File: src/rtl/jtag_tck_pkg.sv
package jtag_tck_pkg;
  localparam int unsigned CTRL_MODE_BIT = 8;
  localparam int unsigned CTRL_TO_BIT   = 10;

  typedef enum logic {
    MODE_DIV  = 1'b0,
    MODE_RCLK = 1'b1
  } tck_mode_e;
endpackage

File: src/rtl/jtag_tck_sync.sv
module jtag_tck_sync #(
  parameter int unsigned STAGES = 2
) (
  input  logic clk_i,
  input  logic rst_ni,
  input  logic d_i,
  output logic q_o
);
  logic [STAGES-1:0] ff_q;

  generate
    for (genvar s = 0; s < STAGES; s++) begin : g_stage
      always_ff @(posedge clk_i or negedge rst_ni) begin
        if (!rst_ni) ff_q[s] <= 1'b0;
        else if (s == 0) ff_q[s] <= d_i;
        else ff_q[s] <= ff_q[(s == 0) ? 0 : s-1];
      end
    end
  endgenerate

  assign q_o = ff_q[STAGES-1];
endmodule

File: src/rtl/jtag_tck_divider.sv
module jtag_tck_divider #(
  parameter int unsigned DIV_W = 13
) (
  input  logic             clk_i,
  input  logic             rst_ni,
  input  logic             en_i,
  input  logic             restart_i,
  input  logic [DIV_W-1:0] div_i,
  output logic             toggle_o
);
  localparam int unsigned CNT_W = DIV_W - 1;

  logic [CNT_W-1:0] cnt_q;
  logic [CNT_W-1:0] half;
  logic             hit;

  assign half     = div_i[DIV_W-1:1];
  assign hit      = (cnt_q == half - CNT_W'(1));
  assign toggle_o = en_i && !restart_i && hit;

  always_ff @(posedge clk_i or negedge rst_ni) begin
    if (!rst_ni) cnt_q <= '0;
    else if (restart_i || !en_i || hit) cnt_q <= '0;
    else cnt_q <= cnt_q + CNT_W'(1);
  end
endmodule

File: src/rtl/jtag_tck_rclk_follow.sv
module jtag_tck_rclk_follow #(
  parameter int unsigned TIMEOUT_CYC = 65536
) (
  input  logic clk_i,
  input  logic rst_ni,
  input  logic en_i,
  input  logic rclk_sync_i,
  input  logic tck_i,
  input  logic to_clr_i,
  output logic toggle_o,
  output logic timeout_o
);
  localparam int unsigned TO_W = (TIMEOUT_CYC > 2) ? $clog2(TIMEOUT_CYC) : 1;
  localparam logic [TO_W-1:0] TO_LAST = TO_W'(TIMEOUT_CYC - 1);

  logic            waiting;
  logic [TO_W-1:0] wait_q;
  logic            to_q;

  assign waiting  = en_i && (rclk_sync_i != tck_i);
  assign toggle_o = en_i && (rclk_sync_i == tck_i);

  always_ff @(posedge clk_i or negedge rst_ni) begin
    if (!rst_ni) begin
      wait_q <= '0;
      to_q   <= 1'b0;
    end else if (to_clr_i) begin
      wait_q <= '0;
      to_q   <= 1'b0;
    end else if (waiting) begin
      if (wait_q == TO_LAST) to_q <= 1'b1;
      else wait_q <= wait_q + TO_W'(1);
    end else begin
      wait_q <= '0;
    end
  end

  assign timeout_o = to_q;
endmodule

File: src/rtl/jtag_tck_gen.sv
module jtag_tck_gen
  import jtag_tck_pkg::*;
#(
  parameter int unsigned DIV_W       = 13,
  parameter int unsigned CTRL_W      = 16,
  parameter int unsigned DIV_RESET   = 8190,
  parameter int unsigned SYNC_STAGES = 2,
  parameter int unsigned TIMEOUT_CYC = 65536
) (
  input  logic              clk_i,
  input  logic              rst_ni,
  input  logic              div_we_i,
  input  logic [DIV_W-1:0]  div_wdata_i,
  input  logic              set_we_i,
  input  logic              clr_we_i,
  input  logic [CTRL_W-1:0] ctrl_wdata_i,
  input  logic              rclk_i,
  output logic              tck_o,
  output logic              tick_o,
  output logic              rclk_mode_o,
  output logic [DIV_W-1:0]  div_o,
  output logic              timeout_o
);
  localparam logic [DIV_W-1:0] DIV_MIN = DIV_W'(2);

  tck_mode_e        mode_q, mode_d;
  logic [DIV_W-1:0] div_q, div_masked;
  logic             tck_q, tick_q;
  logic             rclk_sync;
  logic             div_toggle, rclk_toggle, toggle;
  logic             restart, to_clr;

  // control set/clear; clear wins
  always_comb begin
    mode_d = mode_q;
    if (set_we_i && ctrl_wdata_i[CTRL_MODE_BIT]) mode_d = MODE_RCLK;
    if (clr_we_i && ctrl_wdata_i[CTRL_MODE_BIT]) mode_d = MODE_DIV;
  end

  assign to_clr     = clr_we_i && ctrl_wdata_i[CTRL_TO_BIT];
  assign div_masked = {div_wdata_i[DIV_W-1:1], 1'b0};
  assign restart    = div_we_i || (mode_d != mode_q);

  always_ff @(posedge clk_i or negedge rst_ni) begin
    if (!rst_ni) begin
      mode_q <= MODE_DIV;
      div_q  <= DIV_W'(DIV_RESET);
    end else begin
      mode_q <= mode_d;
      if (div_we_i) div_q <= (div_masked < DIV_MIN) ? DIV_MIN : div_masked;
    end
  end

  jtag_tck_sync #(.STAGES(SYNC_STAGES)) u_sync (
    .clk_i  (clk_i),
    .rst_ni (rst_ni),
    .d_i    (rclk_i),
    .q_o    (rclk_sync)
  );

  jtag_tck_divider #(.DIV_W(DIV_W)) u_div (
    .clk_i     (clk_i),
    .rst_ni    (rst_ni),
    .en_i      (mode_q == MODE_DIV),
    .restart_i (restart),
    .div_i     (div_q),
    .toggle_o  (div_toggle)
  );

  jtag_tck_rclk_follow #(.TIMEOUT_CYC(TIMEOUT_CYC)) u_rclk (
    .clk_i       (clk_i),
    .rst_ni      (rst_ni),
    .en_i        (mode_q == MODE_RCLK),
    .rclk_sync_i (rclk_sync),
    .tck_i       (tck_q),
    .to_clr_i    (to_clr),
    .toggle_o    (rclk_toggle),
    .timeout_o   (timeout_o)
  );

  assign toggle = div_toggle || rclk_toggle;

  always_ff @(posedge clk_i or negedge rst_ni) begin
    if (!rst_ni) begin
      tck_q  <= 1'b0;
      tick_q <= 1'b0;
    end else begin
      tck_q  <= tck_q ^ toggle;
      tick_q <= toggle && !tck_q;
    end
  end

  assign tck_o       = tck_q;
  assign tick_o      = tick_q;
  assign rclk_mode_o = (mode_q == MODE_RCLK);
  assign div_o       = div_q;
endmodule

File: config.mk
export PLATFORM = sky130hd
export DESIGN_NAME = jtag_tck_gen
export DESIGN_NICKNAME = d
export VERILOG_FILES = /design/src/rtl/jtag_tck_pkg.sv /design/src/rtl/jtag_tck_sync.sv /design/src/rtl/jtag_tck_divider.sv /design/src/rtl/jtag_tck_rclk_follow.sv /design/src/rtl/jtag_tck_gen.sv
export SDC_FILE = /design/constraint.sdc
export NUM_CORES = 1
export LEC_CHECK = 0
export BUFFER_PORTS_ARGS = -buffer_cell sky130_fd_sc_hd__buf_2
export CAP_MARGIN = 20
export CORE_MARGIN = 3
export CORE_UTILIZATION = 40
export CTS_CLUSTER_DIAMETER = 200
export DETAILED_ROUTE_END_ITERATION = 6
export PLACE_DENSITY = 0.6
export SLEW_MARGIN = 10
export SYNTH_ARGS = -nofsm -noshare
export SYNTH_HDL_FRONTEND = slang
export SYNTH_HIERARCHICAL = 1
export SYNTH_SLANG_ARGS = --single-unit
File: constraint.sdc
create_clock -name clk_i -period 6.68 [get_ports clk_i]
set_input_delay 0.668 -clock clk_i [delete_from_list [all_inputs] [get_ports clk_i]]
set_output_delay 0.668 -clock clk_i [all_outputs]
set_load 0.01 [all_outputs]
======== Word level (Yosys, flattened, before mapping) ========
Cells that the tools add are included.
operators by class
  eq/ne operators ......................... 6
  multiplexer cells ....................... 10
  add/sub/neg operators ................... 3
  reduce and logical (&&, ||, !) cells .... 17
  bitwise logic cells ..................... 2
  order comparisons ....................... 1
operators with widths
  operator                                                                number
  16-bit 2-to-1 mux                                                       3
  16-bit by 1-bit adder with 16-bit output (second input constant)        1
  16-bit == test (second input constant)                                  1
  13-bit by 2-bit < comparator with 1-bit output (second input constant)  1
  13-bit 2-to-1 mux                                                       1
  12-bit by 1-bit adder with 12-bit output (second input constant)        1
  12-bit == test                                                          1
  12-bit 2-to-1 mux                                                       1
  12-bit by 1-bit subtractor with 12-bit output (second input constant)   1
  1-bit logical AND                                                       8
  1-bit 2-to-1 mux                                                        5
  1-bit logical OR                                                        4
  2-bit nonzero test                                                      2
  3-bit != test (second input constant)                                   1
  1-bit zero test                                                         2
  1-bit != test                                                           2
  2-bit AND reduction                                                     1
  1-bit == test                                                           1
  1-bit inverter                                                          1
  1-bit bitwise XOR                                                       1
storage, ports and cells
  logic and storage cells ................. 48
  bits in registers ....................... 47
  input bits .............................. 35
  output and inout bits ................... 17

======== Logic depth before layout (Yosys ltp) ========
Gate-level depths: netlist of run 1.
  depth in word-level cells ............... 10
  depth in mapped cells ................... 10
  depth with buffers taken out ............ 10

======== Modules after synthesis ========
Netlist of run 1, hierarchy kept.
modules (own cells, without submodules)
  module                area each (µm²)  times used  sequential area each (µm²)  cells each
  jtag_tck_divider      1062.3           1           300.3                       120
  jtag_tck_rclk_follow  948.4            1           425.4                       98
  jtag_tck_gen          686.9            1           390.4                       48
  jtag_tck_sync         50.0             1           50.0                        2

======== Least setup slack after synthesis of run 1 ========
Ideal clock, no wire load.
  path kind ............................... reg2reg
  from .................................... reg div_q[1], in the netlist div_o[1]
  to ...................................... reg tck_q, in the netlist tck_o
  arrival ................................. 2.282 ns
  data required time ...................... 6.567 ns
  clock period less this slack ............ 2.394 ns
  buffers on the path ..................... 0
  library setup time ...................... 0.113 ns
  slack ................................... 4.286 ns
  stages on the path, launching flop included .. 11
  cells stage by stage .................... dfstp_2 -> inv_1 -> ha_1 -> nor2b_1 -> a21o_1 -> a21oi_1 -> a2111oi_4 -> and4_1 -> or2_2 -> ha_1 -> inv_1
on the way
  word-level cells in the longest chain between the ends .. 5
ends and longest elaborated chain
  item                                           RTL line                RTL
  start: declaration                             jtag_tck_gen.sv:27      logic [DIV_W-1:0] div_q, div_masked;
  start signal: assignment                       jtag_tck_gen.sv:47      div_q <= DIV_W'(DIV_RESET);
  start signal: assignment                       jtag_tck_gen.sv:50      if (div_we_i) div_q <= (div_masked < DIV_MIN) ? DIV_MIN : div_masked;
  12-bit by 1-bit subtractor with 12-bit output  jtag_tck_divider.sv:18  assign hit = (cnt_q == half - CNT_W'(1));
  12-bit == test                                 jtag_tck_divider.sv:18
  1-bit logical AND                              jtag_tck_divider.sv:19  assign toggle_o = en_i && !restart_i && hit;
  via div_toggle                                 jtag_tck_gen.sv:30      logic div_toggle, rclk_toggle, toggle;
  1-bit logical OR                               jtag_tck_gen.sv:81      assign toggle = div_toggle || rclk_toggle;
  1-bit bitwise XOR                              jtag_tck_gen.sv:88      tck_q <= tck_q ^ toggle;
  end signal: assignment                         jtag_tck_gen.sv:88
  end: declaration                               jtag_tck_gen.sv:28      logic tck_q, tick_q;
The timed path passes the listed nets, and every way through them passes these cells.
A chain may end at the register's enable or synchronous reset.

======== Final worst setup path of run 1 ========
Ends and elaborated chain as after synthesis.

==> results of run 1 <==
power groups by stage:
stage	clock network, mW	logic, mW	registers [mW]
2_1_floorplan	0	0.0750	0.329
3_3_place_gp	0	0.111	0.328
3_5_place_dp	0	0.112	0.329
4_1_cts	0.170	0.113	0.323
5_1_grt	0.183	0.128	0.326
6_report	0.160	0.112	0.323
Yosys cell counts (2+ instances only):
cell      count
nand3_1      13
nor2b_1       3
nand2_1      14
mux2_2        3
nand4_1      12
nor3_1       10
o21ai_0       5
xnor2_1      12
a311oi_1     10
a31oi_1       4
nand2b_1      4
dfstp_2      12
or3_1         8
or4_1         2
and3_1        4
dfrtp_1      34
ha_1          4
o21ai_1       3
nor4_1        2
and2_1        3
inv_1        10
xor2_1       16
nand3b_1      3
mux2i_1       2
nor2_1       14
buf_6         6
o31ai_1       3
mux2_4        8
clkbuf_1      4
a21oi_1      14
layout make-up:
cell class	count	area, sq um	area share [%]
well taps	77	96.3	3.18
multi-input cells	199	1450	47.7
flip-flops and latches	46	1170	38.5
clock buffers	6	72.6	2.40
inverters	10	37.5	1.24
repair buffers	37	203	6.69
clock inverters	1	7.51	0.248
critical path, stage by stage (launching register included):
cell and delay [ns]:
dfstp_2 0.42, inv_1 0.06, ha_1 0.15, nor2b_1 0.36, nand4b_1 0.20, xnor2_1 0.19
a2111oi_4 0.69, and4_1 0.30, or2_2 0.11, ha_1 0.21, inv_1 0.05
flip-flops by register name (all words and copies together) (netlist names):
register and count:
tck_o 1, div_o 12, rclk_mode_o 1, tick_o 1, u_sync/ff_q 1, u_sync/q_o 1
u_div/cnt_q 12, u_rclk/wait_q 16, u_rclk/timeout_o 1
routing by layer:
metal	up-vias	GRT usage, %
li1	1041	-
met1	993	18.4
met2	30	26.4
met3	4	2.89
met4	0	2.88
met5	-	0
cell families (layout without fill, tap and decap cells):
kind of cell	after synthesis	in the layout
xor gates and xnor gates	28	28
buffers and inverters	23	54
AOI/OAI and AO/OA	46	46
other	1	1
and+or+nand+nor	107	107
adders and majority gates	4	4
DFF	46	46
muxes	13	13
how the worst max path moves through the flow:
stage                         from     to  slack [ns]  cells past startpoint
after floorplan           div_o[1]  tck_o        4.29                     10
after global routing      div_o[1]  tck_o        3.64                     10
after global placement    div_o[1]  tck_o        3.88                     10
after CTS                 div_o[1]  tck_o        3.87                     10
after detailed placement  div_o[1]  tck_o        3.90                     10
final                     div_o[1]  tck_o        3.88                     10
==> flow_summary_export.csv, run 1 <==
group,metric,value,unit
status,outcome,"complete, no violations",
hold_path,hold_depth,0,
cells_and_area,synthToLayoutAreaGrowth,10.2,%
critical_path,required,6.91,ns
timing,min_period_over_period,41.9,%
critical_path,r2r_slack,3.88,ns
timing,min_period,2.80,ns
pwr,switching_power,172,uW
route,top_layer,"met4",
timing,skew,0.00356,ns
critical_path,r2r_cells,10,
route,first_pass_iters,4,
logic_synthesis,ys_warn_count,6,
logic_synthesis,synth_compound_area_share,11.7,%
clock_tree,cts.clk_slew.worst_paths,0.08,ns
die,die_y,88.9,um
critical_path,cp-end-kind,"flip-flop",
logic_synthesis,syn-num-nets,307,
placed_design,numPlacedInstances,368,
die,rows,29,
logic_synthesis,synth_xor_area_share,8.93,%
pwr,power.density,197,nW/um^2
critical_path,regToRegEndpoint,"tck_o",
logic_synthesis,synth.mux.area_fraction,6.33,%
timing,setup-tns-final,0,ns
pwr,vdd_drop_max,0.105,mV
timing,worst_slack,3.88,ns
cells_and_area,layout_commonest_cell,"buf_2",
logic_synthesis,yosysUniqueCellTypes,56,
hold_path,hold_end,"u_sync/q_o",
cells_and_area,n_fill_cell,607,
logic_synthesis,synth.top_cell.area_share,31.0,%
clock_tree,hold_buffers,0,
pwr,swShare,28.9,%
route,antenna_left,0,
placed_design,hpwlAfterDp,3940,um
pwr,fin_total_pwr,595,uW
die,dieArea,7900,sq um
die,die_x,88.9,um
logic_synthesis,synth-edff-count,0,
route,drc,0,
critical_path,start_kind,"flip-flop",
cells_and_area,mostFrequentLayoutCells,"buf_2 (35), dfrtp_1 (34), xor2_1 (16)",
logic_synthesis,synth_fa_ha_area_share,1.82,%
global_routing,grt_start_max_net_pins,47,
clock_tree,post_cts_buffers,0,
cells_and_area,postLayoutCoreUtil,46.6,%
route,wl_met2,2870,um
flow_run,cap_violations,0,
timing,finalMaxSlewViolations,0,
cells_and_area,drive_gt1_share,26.1,%
pwr,clkPwrFrac,26.9,%
critical_path,reg2reg_from,"div_o[1]",
route,wl_met1,2540,um
clock_tree,clk_path_buf_depth,2,
timing,max_freq,357,MHz
route,drt_iter0_drc,69,
logic_synthesis,synth_area_leaders,"dfrtp_1 (31%), dfstp_2 (11%), xor2_1 (5.1%), mux2_4 (4.4%), xnor2_1 (3.8%)",
timing,rsz0062_at_grt,"false",
critical_path,worstSetupPathType,"reg2reg",
route,wl_per_cell,14.9,um
clock_tree,root_buffer,"clkbuf_8",
global_routing,antenna_found_initial,0,
clock_tree,insertion_delay,0.29,ns
cells_and_area,postLayoutCellArea,3030,sq um
route,routed_wl,5600,um
timing,hold_slack,0.357,ns
logic_synthesis,ys_ff_latch,46,
logic_synthesis,syn_inst,268,
route,vias,2068,
timing,tightest_slew,0.830,ns
route,wl_met3,165,um
logic_synthesis,synth_ff_type,"dfrtp_1",
logic_synthesis,synth_top_family_by_area,"simple AND/OR/NAND/NOR gates",
global_routing,gr-total-overflow,0,
hold_path,hp-start,"u_sync/ff_q[0]",
logic_synthesis,yosysSeqAreaShare,42.4,%
clock_tree,numCtsBuffers,5,
clock_tree,cts.sinks,46,
logic_synthesis,synth.avg_cell_area,10.3,sq um
pwr,seq_power_share,54.2,%
die,io_pins,52,
timing,finalSetupViolCount,0,
global_routing,grtUsageTotal,14.7,%
pwr,intPower,423,uW
logic_synthesis,async_flop_share,100,%
logic_synthesis,yosys.area_share.simple,23.7,%
cells_and_area,fin_cells,376,
logic_synthesis,netlist_area,2750,sq um
timing,slew_headroom,44.3,%
global_routing,grt_first_pass_wirelength,9160,um
pwr,pwr-share-comb,18.9,%
logic_synthesis,synth.largest_area_cell,"dfrtp_1",
route,vias_per_cell,5.50,
clock_tree,cts_resized,0,
pwr,leakage,1.29,nW
global_routing,grt_pass1_vias,1952,
clock_tree,tritoncts,"built",
critical_path,critical_path_peak_fanout,13,
cells_and_area,nNetsFinal,338,
clock_tree,htreeDepth,2,
cells_and_area,n_antenna_cell,0,
timing,hold_violations,0,
placed_design,numPortBuffers,35,
placed_design,place_area,2930,sq um
critical_path,arrival,3.04,ns
placed_design,gp_congestion,0.782,
die,initial_core_util,42.3,%
placed_design,dp_slack,3.90,ns
die,coreArea,6490,sq um
hold_path,hold_class,"reg2reg",
Note: power is estimated with default switching activity, not from simulation.
==> run 2, diff against run 1 <==
- ABC_AREA: unset -> 1
- PLACE_DENSITY: 0.6 -> 0.62
- clock period: 6.68 -> 2.4 ns (I/O delays scaled with it)
==> flow_summary_export.csv, run 2 <==
group,metric,value,unit
status,outcome,"complete, no violations",
critical_path,r2r_slack,0.23,ns
die,rows,30,
global_routing,grt_first_pass_wirelength,10300,um
critical_path,worstSetupPathType,"reg2reg",
clock_tree,cts.clk_slew.worst_paths,0.10,ns
critical_path,critical_path_peak_fanout,4,
die,io_pins,52,
pwr,vdd_drop_max,0.298,mV
clock_tree,hold_buffers,0,
critical_path,regToRegEndpoint,"tck_o",
logic_synthesis,synth-edff-count,0,
clock_tree,insertion_delay,0.31,ns
timing,rsz0062_at_grt,"false",
critical_path,required,2.65,ns
route,antenna_left,0,
route,vias_per_cell,4.75,
global_routing,grtUsageTotal,15.1,%
logic_synthesis,yosys.area_share.simple,41.9,%
critical_path,critPathBufInv,2,
logic_synthesis,syn-num-nets,426,
critical_path,path_delay_family,"simple AND/OR/NAND/NOR gates",
cells_and_area,largest_reg_flops,16,
route,vias,2479,
logic_synthesis,synth_most_common_cell,"nand2_1",
critical_path,path_cells,"inv_1 > ha_1 > xor2_1 > nand3_1 > nor2_1 > nand2_1 > nor2_1 > nand3_2 > nor2_1 > or2_1 > ha_1 > inv_1",
critical_path,cp-end-kind,"flip-flop",
flow_run,cap_violations,0,
critical_path,r2r_cells,12,
timing,skew,0.0130,ns
timing,finalMaxSlewViolations,0,
placed_design,numPlacedInstances,514,
clock_tree,cts_resized,0,
logic_synthesis,synth_area_leaders,"dfrtp_1 (30%), nand2_1 (15%), dfstp_2 (11%), nand3_1 (6.6%), nor2_1 (5.9%)",
clock_tree,numCtsBuffers,5,
route,first_pass_iters,4,
logic_synthesis,netlist_area,2870,sq um
hold_path,hold_class,"in2async",
logic_synthesis,ys_ff_latch,46,
timing,max_freq,461,MHz
placed_design,gp_congestion,0.835,
logic_synthesis,syn_inst,387,
cells_and_area,regMostFlops,"u_rclk/wait_q",
logic_synthesis,synth_xor_area_share,4.58,%
logic_synthesis,yosysSeqAreaShare,40.7,%
timing,hold_slack,0.0310,ns
global_routing,grt_start_max_net_pins,40,
cells_and_area,nNetsFinal,464,
die,die_x,90.7,um
pwr,power.density,524,nW/um^2
cells_and_area,synthToLayoutAreaGrowth,12.3,%
route,routed_wl,5750,um
logic_synthesis,synth.mux.area_fraction,0,%
critical_path,path_common_cell,"nor2_1",
critical_path,cpPeakStageDelay,0.58,ns
clock_tree,post_cts_buffers,0,
logic_synthesis,synth_ff_type,"dfrtp_1",
placed_design,numPortBuffers,35,
route,drt_iter0_drc,138,
logic_synthesis,yosysUniqueCellTypes,33,
timing,hold_violations,0,
logic_synthesis,synth.largest_area_cell,"dfrtp_1",
logic_synthesis,yosys-top-cells-count,"nand2_1 (114), nor2_1 (45), inv_1 (43), nand3_1 (38), dfrtp_1 (34)",
clock_tree,clk_path_buf_depth,2,
global_routing,antenna_found_initial,0,
die,initial_core_util,41.7,%
logic_synthesis,synth_compound_area_share,3.54,%
critical_path,reg2reg_from,"div_o[1]",
cells_and_area,n_antenna_cell,0,
cells_and_area,drive_gt1_share,23.5,%
timing,min_period,2.17,ns
timing,finalSetupViolCount,0,
die,die_y,90.7,um
clock_tree,tritoncts,"built",
timing,setup-tns-final,0,ns
clock_tree,cts.sinks,46,
logic_synthesis,synth.avg_cell_area,7.41,sq um
timing,tightest_slew,0.870,ns
die,dieArea,8220,sq um
route,drc,0,
placed_design,hpwlAfterDp,4540,um
cells_and_area,layout_commonest_cell,"nand2_1",
clock_tree,htreeDepth,2,
die,coreArea,6870,sq um
pwr,leakage,1.56,nW
clock_tree,root_buffer,"clkbuf_8",
cells_and_area,mostFrequentLayoutCells,"nand2_1 (114), nor2_1 (45), inv_1 (43)",
logic_synthesis,synth_top_family_by_area,"simple AND/OR/NAND/NOR gates",
critical_path,arrival,2.42,ns
logic_synthesis,async_flop_share,100,%
critical_path,start_kind,"flip-flop",
timing,slew_headroom,42.0,%
logic_synthesis,synth.top_cell.area_share,29.7,%
logic_synthesis,synth_fa_ha_area_share,1.75,%
global_routing,grt_pass1_vias,2253,
critical_path,slowest_stage,"dfstp_2",
timing,min_period_over_period,90.3,%
logic_synthesis,ys_warn_count,6,
route,wl_per_cell,11.0,um
global_routing,gr-total-overflow,0,
cells_and_area,fin_cells,522,
run 2: cell types whose count changed after synthesis, moves of 7 or more:
| cell | change |
|---|---|
| inv_1 | +33 |
| nand2_1 | +100 |
| nand3_1 | +25 |
| nor3_1 | -7 |
| nor2_2 | +19 |
| xnor2_1 | -8 |
| a21oi_1 | -7 |
| mux2_4 | -8 |
| or3_1 | -8 |
| nor2_1 | +31 |
| a311oi_1 | -10 |
run 2: kinds of logic after synthesis:
family | after synthesis
buffers and inverters | 51
flip-flops | 46
AO/OA/AOI/OAI | 19
other | 1
AND/OR/NAND/NOR | 251
adder cells (fa/ha/maj) | 4
XOR/XNOR | 15
run 2: worst reg2reg max path: stages (launching register included):
cell and delay, ns:
dfstp_2 0.58, inv_1 0.09, ha_1 0.32, xor2_1 0.15
nand3_1 0.09, nor2_1 0.09, nand2_1 0.08, nor2_1 0.13
nand3_2 0.10, nor2_1 0.09, or2_1 0.12, ha_1 0.22
inv_1 0.05
run 2: final cells by class:
type                       instances  area, sq um
clock buffer                       5         68.8
clock inverter                     3         21.3
fill                             677         3650
inverter                          46          173
multi-input combinational        290         1490
sequential                        46         1170
tap                               96          120
timing repair buffer              36          183
run 2: worst max-delay path by stage:
| stage | slack [ns] | depth (start not counted) | end | startpoint |
|---|---|---|---|---|
| finish | 0.23 | 12 | tck_o | div_o[1] |
| global placement | 0.27 | 14 | tck_o | div_o[1] |
| floorplan | 0.42 | 13 | tck_o | div_o[1] |
| detailed placement | 0.24 | 14 | tck_o | div_o[1] |
| CTS | 0.22 | 12 | tck_o | div_o[1] |
| global route | 0.05 | 12 | tck_o | div_o[1] |
run 2: metal layers:
layer | global-route usage, % | up-vias | share of wire [%] | routed length, um
li1 | - | 1284 | - | -
met1 | 22.2 | 1140 | 49 | 2820
met2 | 22.5 | 50 | 45 | 2590
met3 | 2.83 | 5 | 4.7 | 272
met4 | 4.59 | 0 | 1.3 | 72
met5 | 0 | - | 0 | 0
run 2: metrics by stage:
step	utilization [%]	setup slack (ns)	area, sq um	total power [mW]
2_1_floorplan	-	0.419	2870	1.11
3_3_place_gp	45.6	0.273	3130	1.21
3_5_place_dp	45.6	0.244	3130	1.22
4_1_cts	46.9	0.218	3220	1.72
5_1_grt	46.9	0.0543	3220	1.81
6_report	46.9	0.232	3220	1.69
run 2: power by group:
part	leakage (nW)	switching, mW	total (mW)	internal (mW)
clock network	0.0441	0.279	0.484	0.205
registers	0.590	0.0475	0.879	0.831
logic	0.922	0.209	0.325	0.116
==> run 3, diff against run 2 <==
- CORE_MARGIN: 3 -> 4
- RECOVER_POWER: unset -> 25
- TNS_END_PERCENT: unset -> 30
==> flow_summary_export.csv, run 3 (synthesis results as in run 2) <==
group,metric,value,unit
global_routing,grt_start_max_net_pins,41,
timing,max_freq,468,MHz
timing,finalSetupViolCount,0,
cells_and_area,n_antenna_cell,0,
critical_path,critical_path_peak_fanout,4,
route,wl_per_cell,11.2,um
critical_path,slowest_stage,"dfstp_2",
cells_and_area,synthToLayoutAreaGrowth,12.3,%
timing,tightest_slew,2.16,ns
global_routing,antenna_found_initial,0,
route,first_pass_iters,4,
timing,setup-tns-final,0,ns
clock_tree,numCtsBuffers,5,
timing,skew,0.0129,ns
timing,min_period,2.14,ns
global_routing,gr-total-overflow,0,
cells_and_area,n_fill_cell,704,
status,outcome,"finished with violations",
die,die_x,92.7,um
cells_and_area,drive_gt1_share,21.6,%
hold_path,hold_class,"in2reg",
route,drt_iter0_drc,112,
die,die_y,92.7,um
clock_tree,insertion_delay,0.30,ns
clock_tree,root_buffer,"clkbuf_8",
timing,slew_headroom,-44.2,%
placed_design,hpwlAfterDp,4550,um
clock_tree,cts_resized,0,
route,routed_wl,5830,um
critical_path,path_cells,"inv_1 > ha_1 > nand2_2 > nand2_1 > nand2_1 > nand3_1 > nor2_1 > nand2_1 > nor2_1 > nand3_2 > nor2_1 > or2_1 > ha_1 > inv_1",
critical_path,cpPeakStageDelay,0.57,ns
critical_path,start_kind,"flip-flop",
flow_run,cap_violations,1,
global_routing,grt_pass1_vias,2292,
clock_tree,clk_path_buf_depth,2,
global_routing,grt_first_pass_wirelength,10400,um
cells_and_area,largest_reg_flops,16,
placed_design,gp_congestion,0.826,
cells_and_area,nNetsFinal,464,
die,io_pins,52,
cells_and_area,layout_commonest_cell,"nand2_1",
die,rows,30,
timing,hold_violations,0,
timing,finalMaxSlewViolations,41,
clock_tree,cts.sinks,46,
critical_path,cp-end-kind,"flip-flop",
clock_tree,post_cts_buffers,0,
placed_design,numPortBuffers,35,
pwr,fin_total_pwr,1.68,mW
route,vias_per_cell,4.69,
route,antenna_left,0,
clock_tree,tritoncts,"built",
critical_path,required,2.65,ns
die,dieArea,8580,sq um
pwr,vdd_drop_max,0.274,mV
clock_tree,htreeDepth,2,
pwr,leakage,1.55,nW
route,drc,0,
cells_and_area,mostFrequentLayoutCells,"nand2_1 (114), nor2_1 (45), inv_1 (43)",
die,coreArea,6870,sq um
timing,min_period_over_period,89.0,%
cells_and_area,regMostFlops,"u_rclk/wait_q",
critical_path,arrival,2.38,ns
global_routing,grtUsageTotal,14.8,%
clock_tree,hold_buffers,0,
pwr,power.density,522,nW/um^2
clock_tree,cts.clk_slew.worst_paths,0.09,ns
die,initial_core_util,41.7,%
cells_and_area,postLayoutCoreUtil,46.8,%
route,vias,2450,
status,violations,"max-capacitance violations, max-slew violations",
critical_path,worstSetupPathType,"reg2reg",
timing,rsz0062_at_grt,"false",
-- run 3: cell count changes in the layout (fill, tap and decap cells not counted), sizes merged --
| cell | change |
|---|---|
| buf | -1 |
| clkbuf | +1 |
-- run 3: path summary, 6_finish.rpt --
kind	start	to	slack, ns	cells past startpoint
setup / recovery	div_o[1]	tck_o	0.26	14
hold / removal	rclk_i	u_sync/ff_q[0]	0.04	1
setup reg to reg	div_o[1]	tck_o	0.26	14
hold reg to reg	u_sync/ff_q[0]	u_sync/q_o	0.35	0
max in group asynchronous	rst_ni	u_div/cnt_q[5]	0.60	1
min in group asynchronous	rst_ni	u_rclk/wait_q[13]	0.55	1
-- run 3: per-stage QoR --
stage                     hold WS (ns)  cell area (sq um)  std cells  setup slack (ns)
after floorplan                -0.0556               2870        387             0.419
after detailed placement         0.337               3130        514             0.260
after global placement           0.334               3130        514             0.291
after CTS                       0.0272               3220        522             0.236
after global routing            0.0205               3220        522            0.0401
final                           0.0403               3220        522             0.265
-- run 3: where the power goes --
part | switching (mW) | internal (mW)
clock network | 0.278 | 0.205
logic | 0.205 | 0.116
registers | 0.0485 | 0.827
total | 0.531 | 1.15
-- run 3: per-layer routing --
metal,vias to the layer above,wire (um),global-route usage (%)
li1,1278,-,-
met4,0,64,4.03
met3,7,232,2.44
met2,44,2630,23.1
met1,1121,2910,21.2
met5,-,0,0
-- run 3: cell type report --
type | count | area (sq um) | share of cell area, %
multi-input cells | 290 | 1490 | 46.2
flip-flops and latches | 46 | 1170 | 36.2
repair buffers | 36 | 181 | 5.64
inverters | 46 | 173 | 5.37
well taps | 96 | 120 | 3.73
clock buffers | 5 | 68.8 | 2.14
clock inverters | 3 | 21.3 | 0.661
-- run 3: worst max-delay path: cells and delay by family, from the launching register on --
family	cells	cell delay [ns]
buffers and inverters	2	0.14
AND/OR/NAND/NOR	10	0.93
adder cells (fa/ha/maj)	2	0.45
flip-flops	1	0.57
